**src/rtl/cfgwin_pkg.sv**
```systemverilog
// Package: shared constants and helpers for the indexed configuration window.
// Assumes 8-bit indices and byte-wide configuration storage.
package cfgwin_pkg;

    localparam int unsigned IDX_W      = 8;
    localparam int unsigned NUM_TIMING = 6;

    localparam logic [IDX_W-1:0] IX_STATUS  = 8'h50;
    localparam logic [IDX_W-1:0] IX_CTRL    = 8'h51;
    localparam logic [IDX_W-1:0] IX_CH1     = 8'h57;
    localparam logic [IDX_W-1:0] IX_BURST   = 8'h59;
    localparam logic [IDX_W-1:0] IX_SCRATCH = 8'h5B;

    // Bit positions inside the configuration bytes
    localparam int unsigned B_ST_IRQ0  = 2;
    localparam int unsigned B_ST_ALT   = 5;
    localparam int unsigned B_CT_CH2EN = 3;
    localparam int unsigned B_CT_PF0   = 6;
    localparam int unsigned B_CT_PF1   = 7;
    localparam int unsigned B_C1_PF2   = 2;
    localparam int unsigned B_C1_PF3   = 3;
    localparam int unsigned B_C1_IRQ1  = 4;

    localparam logic [7:0] RST_CTRL  = 8'hC0;
    localparam logic [7:0] RST_CH1   = 8'h0C;
    localparam logic [7:0] RST_BURST = 8'h40;

    // Index of timing byte k: five consecutive bytes, then one past the channel-1 byte
    function automatic logic [IDX_W-1:0] timing_index(input int unsigned k);
        logic [IDX_W-1:0] r;
        if (k < 5) r = 8'h52 + IDX_W'(k);
        else       r = 8'h58;
        return r;
    endfunction

endpackage

```
**src/rtl/cfgwin_decode.sv**
```systemverilog
// Module: cfgwin_decode
// Decodes host I/O strobes into index-port and data-port accesses.
// Assumes single-cycle strobes; wide accesses are never claimed.
module cfgwin_decode #(
    parameter int unsigned     ADDR_W    = 10,
    parameter logic [ADDR_W-1:0] BASE_MAIN = 10'h178,
    parameter logic [ADDR_W-1:0] BASE_ALT  = 10'h078,
    parameter int unsigned     DATA_OFS  = 4
) (
    input  logic              clk,
    input  logic              rst_n,
    input  logic [ADDR_W-1:0] io_addr,
    input  logic              io_wr,
    input  logic              io_rd,
    input  logic              io_wide,
    input  logic              alt_sel,
    output logic              idx_wr,
    output logic              idx_rd,
    output logic              dat_wr,
    output logic              dat_rd
);

    localparam logic [ADDR_W-1:0] DATA_MAIN = BASE_MAIN + ADDR_W'(DATA_OFS);
    localparam logic [ADDR_W-1:0] DATA_ALT  = BASE_ALT  + ADDR_W'(DATA_OFS);

    logic [ADDR_W-1:0] base_now;
    logic [ADDR_W-1:0] data_now;
    logic              at_index;
    logic              at_data;

    // Pick the active base pair from the strap
    always_comb begin
        base_now = alt_sel ? BASE_ALT : BASE_MAIN;
        data_now = alt_sel ? DATA_ALT : DATA_MAIN;
    end

    // Match the address against both ports, refusing wide accesses
    always_comb begin
        at_index = (io_addr == base_now) && !io_wide;
        at_data  = (io_addr == data_now) && !io_wide;
        idx_wr   = at_index && io_wr;
        idx_rd   = at_index && io_rd;
        dat_wr   = at_data  && io_wr;
        dat_rd   = at_data  && io_rd;
    end

    // one address can never select both ports
    a_r1_ports_exclusive: assert property (@(posedge clk) disable iff (!rst_n)
        !((idx_wr || idx_rd) && (dat_wr || dat_rd)));

    // wide accesses claim nothing
    a_r11_wide_unclaimed: assert property (@(posedge clk) disable iff (!rst_n)
        io_wide |-> !(idx_wr || idx_rd || dat_wr || dat_rd));

endmodule

```
**src/rtl/cfgwin_index.sv**
```systemverilog
// Module: cfgwin_index
// Holds the register index written through the index port.
// Assumes the index persists across any number of data accesses.
module cfgwin_index
    import cfgwin_pkg::*;
(
    input  logic             clk,
    input  logic             rst_n,
    input  logic             idx_wr,
    input  logic [7:0]       wdata,
    output logic [IDX_W-1:0] idx_q
);

    // Load the index on an index-port write, clear on reset
    always_ff @(posedge clk) begin
        if (!rst_n)      idx_q <= '0;
        else if (idx_wr) idx_q <= wdata[IDX_W-1:0];
    end

    // the index changes only through an index-port write
    a_r2_index_holds: assert property (@(posedge clk) disable iff (!rst_n)
        !idx_wr |=> $stable(idx_q));

endmodule

```
**src/rtl/cfgwin_regfile.sv**
```systemverilog
// Module: cfgwin_regfile
// Stores the configuration bytes, merges read-only status, and decodes fields.
// Assumes status inputs are synchronous to clk; read mux is combinational.
module cfgwin_regfile
    import cfgwin_pkg::*;
#(
    parameter logic [1:0] REVISION = 2'd2
) (
    input  logic                  clk,
    input  logic                  rst_n,
    input  logic [IDX_W-1:0]      idx,
    input  logic                  wr_en,
    input  logic [7:0]            wdata,
    input  logic                  alt_sel,
    input  logic                  irq_ch0,
    input  logic                  irq_ch1,
    output logic [7:0]            rd_byte,
    output logic                  idx_mapped,
    output logic [3:0]            prefetch_off,
    output logic                  chan2_en,
    output logic [7:0]            burst_cfg,
    output logic [NUM_TIMING*8-1:0] timing_bytes
);

    localparam logic [7:0] CH1_RW_MASK = ~(8'h01 << B_C1_IRQ1);

    logic [7:0] ctrl_q;
    logic [7:0] ch1_q;
    logic [7:0] burst_q;
    logic [7:0] scratch_q;
    logic [7:0] tim_q [NUM_TIMING];
    logic [7:0] status_byte;

    // Control byte: prefetch bits for drives 0/1 and secondary enable
    always_ff @(posedge clk) begin
        if (!rst_n)                          ctrl_q <= RST_CTRL;
        else if (wr_en && idx == IX_CTRL)    ctrl_q <= wdata;
    end

    // Channel-1 byte: writable bits only, interrupt bit never stored
    always_ff @(posedge clk) begin
        if (!rst_n)                          ch1_q <= RST_CH1;
        else if (wr_en && idx == IX_CH1)     ch1_q <= wdata & CH1_RW_MASK;
    end

    // Burst byte
    always_ff @(posedge clk) begin
        if (!rst_n)                          burst_q <= RST_BURST;
        else if (wr_en && idx == IX_BURST)   burst_q <= wdata;
    end

    // Scratch byte
    always_ff @(posedge clk) begin
        if (!rst_n)                          scratch_q <= '0;
        else if (wr_en && idx == IX_SCRATCH) scratch_q <= wdata;
    end

    // Timing bytes, one register per index
    for (genvar k = 0; k < NUM_TIMING; k++) begin : g_tim
        localparam logic [IDX_W-1:0] MY_IX = timing_index(k);
        // Store timing byte k
        always_ff @(posedge clk) begin
            if (!rst_n)                      tim_q[k] <= '0;
            else if (wr_en && idx == MY_IX)  tim_q[k] <= wdata;
        end
        assign timing_bytes[k*8 +: 8] = tim_q[k];
    end

    // Assemble the read-only status byte
    always_comb begin
        status_byte            = '0;
        status_byte[1:0]       = REVISION;
        status_byte[B_ST_IRQ0] = irq_ch0;
        status_byte[B_ST_ALT]  = alt_sel;
    end

    // Read mux over all mapped indices, 0xFF elsewhere
    always_comb begin
        rd_byte    = 8'hFF;
        idx_mapped = 1'b1;
        case (idx)
            IX_STATUS:  rd_byte = status_byte;
            IX_CTRL:    rd_byte = ctrl_q;
            IX_CH1:     rd_byte = ch1_q | ({7'd0, irq_ch1} << B_C1_IRQ1);
            IX_BURST:   rd_byte = burst_q;
            IX_SCRATCH: rd_byte = scratch_q;
            default:    idx_mapped = 1'b0;
        endcase
        for (int k = 0; k < NUM_TIMING; k++) begin
            if (idx == timing_index(k)) begin
                rd_byte    = tim_q[k];
                idx_mapped = 1'b1;
            end
        end
    end

    // Decode the scattered fields
    always_comb begin
        prefetch_off = {ch1_q[B_C1_PF3], ch1_q[B_C1_PF2], ctrl_q[B_CT_PF1], ctrl_q[B_CT_PF0]};
        chan2_en     = ctrl_q[B_CT_CH2EN];
        burst_cfg    = burst_q;
    end

    // prefetch bits move only on a data write
    a_r5_prefetch_stable: assert property (@(posedge clk) disable iff (!rst_n)
        !wr_en |=> $stable(prefetch_off));

    // scratch changes only when written at its own index
    a_r8_scratch_holds: assert property (@(posedge clk) disable iff (!rst_n)
        !(wr_en && idx == IX_SCRATCH) |=> $stable(scratch_q));

    // the stored channel-1 byte never keeps the status bit
    a_r4_irq_not_stored: assert property (@(posedge clk) disable iff (!rst_n)
        wr_en |=> !ch1_q[B_C1_IRQ1]);

endmodule

```
**src/rtl/cfgwin_port.sv**
```systemverilog
// Module: cfgwin_port (top)
// Byte-wide indexed window onto the controller configuration bytes.
// Assumes one strobe per cycle; read data is registered one cycle after the strobe.
module cfgwin_port
    import cfgwin_pkg::*;
#(
    parameter int unsigned ADDR_W   = 10,
    parameter logic [1:0]  REVISION = 2'd2
) (
    input  logic              clk,
    input  logic              rst_n,
    input  logic [ADDR_W-1:0] io_addr,
    input  logic              io_wr,
    input  logic              io_rd,
    input  logic              io_wide,
    input  logic [7:0]        io_wdata,
    input  logic              alt_sel,
    input  logic              irq_ch0,
    input  logic              irq_ch1,
    output logic [7:0]        rdata,
    output logic              rd_ack,
    output logic [3:0]        prefetch_off,
    output logic              chan2_en,
    output logic [7:0]        burst_cfg,
    output logic [47:0]       timing_bytes
);

    logic             idx_wr, idx_rd, dat_wr, dat_rd;
    logic [IDX_W-1:0] idx_q;
    logic [7:0]       rd_byte;
    logic             idx_mapped;

    cfgwin_decode #(
        .ADDR_W    (ADDR_W),
        .BASE_MAIN (ADDR_W'(10'h178)),
        .BASE_ALT  (ADDR_W'(10'h078)),
        .DATA_OFS  (4)
    ) u_decode (
        .clk     (clk),
        .rst_n   (rst_n),
        .io_addr (io_addr),
        .io_wr   (io_wr),
        .io_rd   (io_rd),
        .io_wide (io_wide),
        .alt_sel (alt_sel),
        .idx_wr  (idx_wr),
        .idx_rd  (idx_rd),
        .dat_wr  (dat_wr),
        .dat_rd  (dat_rd)
    );

    cfgwin_index u_index (
        .clk    (clk),
        .rst_n  (rst_n),
        .idx_wr (idx_wr),
        .wdata  (io_wdata),
        .idx_q  (idx_q)
    );

    cfgwin_regfile #(
        .REVISION (REVISION)
    ) u_regs (
        .clk          (clk),
        .rst_n        (rst_n),
        .idx          (idx_q),
        .wr_en        (dat_wr),
        .wdata        (io_wdata),
        .alt_sel      (alt_sel),
        .irq_ch0      (irq_ch0),
        .irq_ch1      (irq_ch1),
        .rd_byte      (rd_byte),
        .idx_mapped   (idx_mapped),
        .prefetch_off (prefetch_off),
        .chan2_en     (chan2_en),
        .burst_cfg    (burst_cfg),
        .timing_bytes (timing_bytes)
    );

    // Register the read result and its acknowledge
    always_ff @(posedge clk) begin
        if (!rst_n) begin
            rdata  <= '0;
            rd_ack <= 1'b0;
        end else begin
            rd_ack <= idx_rd || dat_rd;
            if (idx_rd)      rdata <= idx_q;
            else if (dat_rd) rdata <= rd_byte;
        end
    end

    // every claimed read is acknowledged next cycle
    a_r12_ack_next: assert property (@(posedge clk) disable iff (!rst_n)
        (idx_rd || dat_rd) |=> rd_ack);

    // unclaimed reads are never acknowledged
    a_r1_no_stray_ack: assert property (@(posedge clk) disable iff (!rst_n)
        !(idx_rd || dat_rd) |=> !rd_ack);

    // unmapped indices read as all ones
    a_r10_unmapped_ff: assert property (@(posedge clk) disable iff (!rst_n)
        (dat_rd && !idx_mapped) |=> (rdata == 8'hFF));

    // the revision field seen by the host is never zero
    a_r3_rev_nonzero: assert property (@(posedge clk) disable iff (!rst_n)
        (dat_rd && idx_q == IX_STATUS) |=> (rdata[1:0] != 2'b00));

endmodule

```
**config.mk**
```make
export PLATFORM = sky130hd
export DESIGN_NAME = cfgwin_port
export DESIGN_NICKNAME = d
export VERILOG_FILES = /design/src/rtl/cfgwin_pkg.sv /design/src/rtl/cfgwin_decode.sv /design/src/rtl/cfgwin_index.sv /design/src/rtl/cfgwin_regfile.sv /design/src/rtl/cfgwin_port.sv
export SDC_FILE = /design/constraint.sdc
export NUM_CORES = 1
export LEC_CHECK = 0
export BUFFER_PORTS_ARGS = -buffer_cell sky130_fd_sc_hd__buf_4
export CORE_MARGIN = 3
export CORE_UTILIZATION = 45
export DETAILED_ROUTE_END_ITERATION = 12
export HOLD_SLACK_MARGIN = 0.05
export PLACE_DENSITY = 0.7
export SLEW_MARGIN = 40
export SYNTH_ARGS = -nofsm -noshare
export SYNTH_HDL_FRONTEND = slang
export SYNTH_SLANG_ARGS = --single-unit
```
**constraint.sdc**
```tcl
create_clock -name clk -period 8.5 [get_ports clk]
set_input_delay 1.7 -clock clk [delete_from_list [all_inputs] [get_ports clk]]
set_output_delay 1.7 -clock clk [all_outputs]
set_load 0.05 [all_outputs]
```
==> flow_summary.json <==
{
  "status": "completed",
  "synth_adder_area_share": 0,
  "fin_area_mm2": 0.00575,
  "path_clk_slew_ns": 0.09,
  "cts_tree": "yes",
  "hold_violations": 0,
  "vias_per_cell": 6.03,
  "fillers": 947,
  "cts.repair.resized": 0,
  "ant_nets": 0,
  "yosysWarnings": 0,
  "tightest_slew_ns": 0.754,
  "grt_max_degree": 48,
  "groute.usage.overall": 0.262,
  "initial_utilization": 0.465,
  "grt_antenna_before_repair": 1,
  "seqCellArea_mm2": 0.00240,
  "pre_cts_ws_ns": 4.24,
  "whs_ns": 0.472,
  "min_delay_worst_endpoint": "u_regs.ch1_q[7]",
  "die_w_um": 110,
  "hold_path_class": "reg2reg",
  "power.density_mw_per_mm2": 151,
  "cap_violations": 0,
  "skew_ns": 0.0144,
  "synth_nets": 532,
  "area_delta_synth_final_pct": 19.2,
  "finalMaxSlewViolations": 0,
  "mostFrequentLayoutCells": "buf_4, nand2_1, and2_1",
  "placed_area_mm2": 0.00555,
  "cts-root-buf": "clkbuf_8",
  "ys_ff_latch": 96,
  "multi_input_area_mm2": 0.00221,
  "leakage_nw": 2.14,
  "globalRouteOverflowTotal": 0,
  "synth_cell_types": 55,
  "post_cts_buffers": 0,
  "fmax_ghz": 0.257,
  "fin_crit_ns": 3.89,
  "synth_compound_area_frac": 0.173,
  "wl_per_cell_um": 21.7,
  "rsz0062_at_grt": "no",
  "crit_fanout": 8,
  "max_slew_margin": 0.494,
  "cp_slowest_cell": "nor4_2",
  "setup-violations-final": 0,
  "worst_slack_ns": 4.61,
  "worst_ep_required_time_ns": 8.74,
  "start_kind": "input port",
  "ys_seq_area_frac": 0.498,
  "rr_worst_depth": 3,
  "synth_top_flop_cell": "edfxtp_1",
  "dieArea_mm2": 0.0120,
  "syn_avg_cell_area_um2": 9.54,
  "drt_iter0_markers": 436,
  "die_h_um": 110,
  "syn-cell-area_mm2": 0.00483,
  "drc": 0,
  "clock_path_buffers": 2,
  "synth_xor_area_frac": 0.00181,
  "path_class": "in2reg",
  "fin_tns_setup_ns": 0,
  "htree_levels": 3,
  "cp-end-kind": "register",
  "firstDrtPassIters": 5,
  "routed_wl_um": 15500,
  "core_area_mm2": 0.0104,
  "fin_crit_sh": 0.458,
  "nets": 601,
  "synthSimpleGateAreaFrac": 0.232,
  "cpPeakStageDelay_ns": 0.59,
  "place.gp.congestion": 1.02,
  "grt_pass1_vias": 4004,
  "cts_buffers": 9,
  "cts_hold_buf": 0,
  "row_count": 37,
  "synthCells": 506,
  "reg2reg_from": "u_index.idx_q[6]",
  "min_path_cells": 2,
  "grt_pass1_wl_um": 23200,
  "async_flop_share": 0,
  "synth_top_family_by_area": "simple AND/OR/NAND/NOR gates",
  "arrival_ns": 4.13,
  "synth_mux_area_frac": 0.0493,
  "drive_gt1_frac": 0.234,
  "synth_edf_count": 48,
  "port_buffers": 95,
  "reg2reg_slack_ns": 5.88,
  "hpwlAfterDp_um": 10900,
  "ir_drop_v": 0.0000883,
  "num_vias": 4319,
  "insertion_delay_ns": 0.37,
  "final_common_cell": "buf_4",
  "hp-start": "u_regs.ch1_q[7]",
  "ios": 96,
  "cts_sinks": 96,
  "crit_chain": "buf_4, or4b_4, nor4_4, nand4_1, nor4_2, and2_1",
  "power.total_uw": 867,
  "diodes": 0,
  "timing.rr.end": "u_regs.tim_q[1][5]"
}
## per-layer routing
metal | routed length, µm | track usage | vias to the layer above | share of wire
li1 | - | - | 1970 | -
met3 | 1460 | 0.0446 | 41 | 0.094
met2 | 6960 | 0.397 | 253 | 0.45
met4 | 458 | 0.104 | 0 | 0.029
met5 | 0 | 0 | - | 0
met1 | 6660 | 0.372 | 2055 | 0.43
## worst max-delay path: cells and delay by family
kind          cells  cell delay, ns
simple gates      5            2.32
buf+inv           1            0.11
## area by class of cell
class / instances / share of cell area
clock buffers: 14 / 0.0320
clock inverters: 2 / 0.00218
inverters: 10 / 0.00653
multi-input cells: 360 / 0.384
flip-flops and latches: 96 / 0.418
well taps: 136 / 0.0296
repair buffers: 98 / 0.128
## power by group
part | total (mW) | switching, mW | internal [mW]
logic | 0.0702 | 0.0513 | 0.0190
registers | 0.496 | 0.00548 | 0.490
clock network | 0.301 | 0.161 | 0.140
## synthesized netlist by cell type (3+ instances only)
master     n  share of area
a211oi_1   7          0.011
a21oi_1   25          0.026
a221o_1    6          0.012
a22o_1     7          0.013
a22oi_1    5         0.0078
and2_1    51          0.066
and3_1     3         0.0039
buf_1      5         0.0039
buf_2      4         0.0041
buf_4      4         0.0062
clkbuf_1  25          0.019
dfxtp_1   48           0.20
edfxtp_1  48           0.30
inv_1      8         0.0062
mux2_2     6          0.014
mux2i_1   17          0.035
nand2_1   53          0.041
nand2b_1   5         0.0065
nand3_1   25          0.026
nand4_1    3         0.0039
nor2_1    30          0.023
nor2b_1    6         0.0078
nor3_1    11          0.011
o21ai_0   37          0.038
o21ai_1    5         0.0052
o21ai_2    8          0.015
o221ai_1   4         0.0073
o22ai_1   10          0.013
o31ai_1    3         0.0047
or3_1      4         0.0052
## how the worst max path moves through the flow
| stage | start | cells after the start | endpoint | slack, ns |
|---|---|---|---|---|
| global route | io_addr[7] | 6 | u_regs.tim_q[0][15] | 4.45 |
| global placement | io_addr[7] | 5 | u_regs.tim_q[1][0] | 4.14 |
| CTS | io_addr[7] | 6 | u_regs.tim_q[0][10] | 4.63 |
| detailed placement | io_addr[7] | 6 | u_regs.tim_q[0][10] | 4.24 |
| floorplan | io_addr[7] | 4 | u_regs.tim_q[1][0] | 4.55 |
| finish | io_addr[7] | 6 | u_regs.tim_q[0][10] | 4.61 |
## state kept, by name, summed over array words and instances, names as in the netlist
name and cells:
rd_ack 1, rdata 8, u_index.idx_q 8, u_regs.burst_cfg 8, u_regs.ch1_q 7, u_regs.ctrl_q 8
u_regs.scratch_q 8, u_regs.tim_q 48
## metrics by stage
step,util,cells
2_1_floorplan,-,506
3_3_place_gp,0.535,700
3_5_place_dp,0.535,700
4_1_cts,0.554,716
5_1_grt,0.555,716
6_report,0.555,716
## kinds of logic (layout without fill, tap and decap cells)
kind of cell	after synthesis	count (layout)
AND/OR/NAND/NOR	207	207
AO/OA/AOI/OAI	129	129
flip-flops	96	96
buffers and inverters	50	124
multiplexers	23	23
XOR/XNOR	1	1
Note: power is estimated with default switching activity, not from simulation.
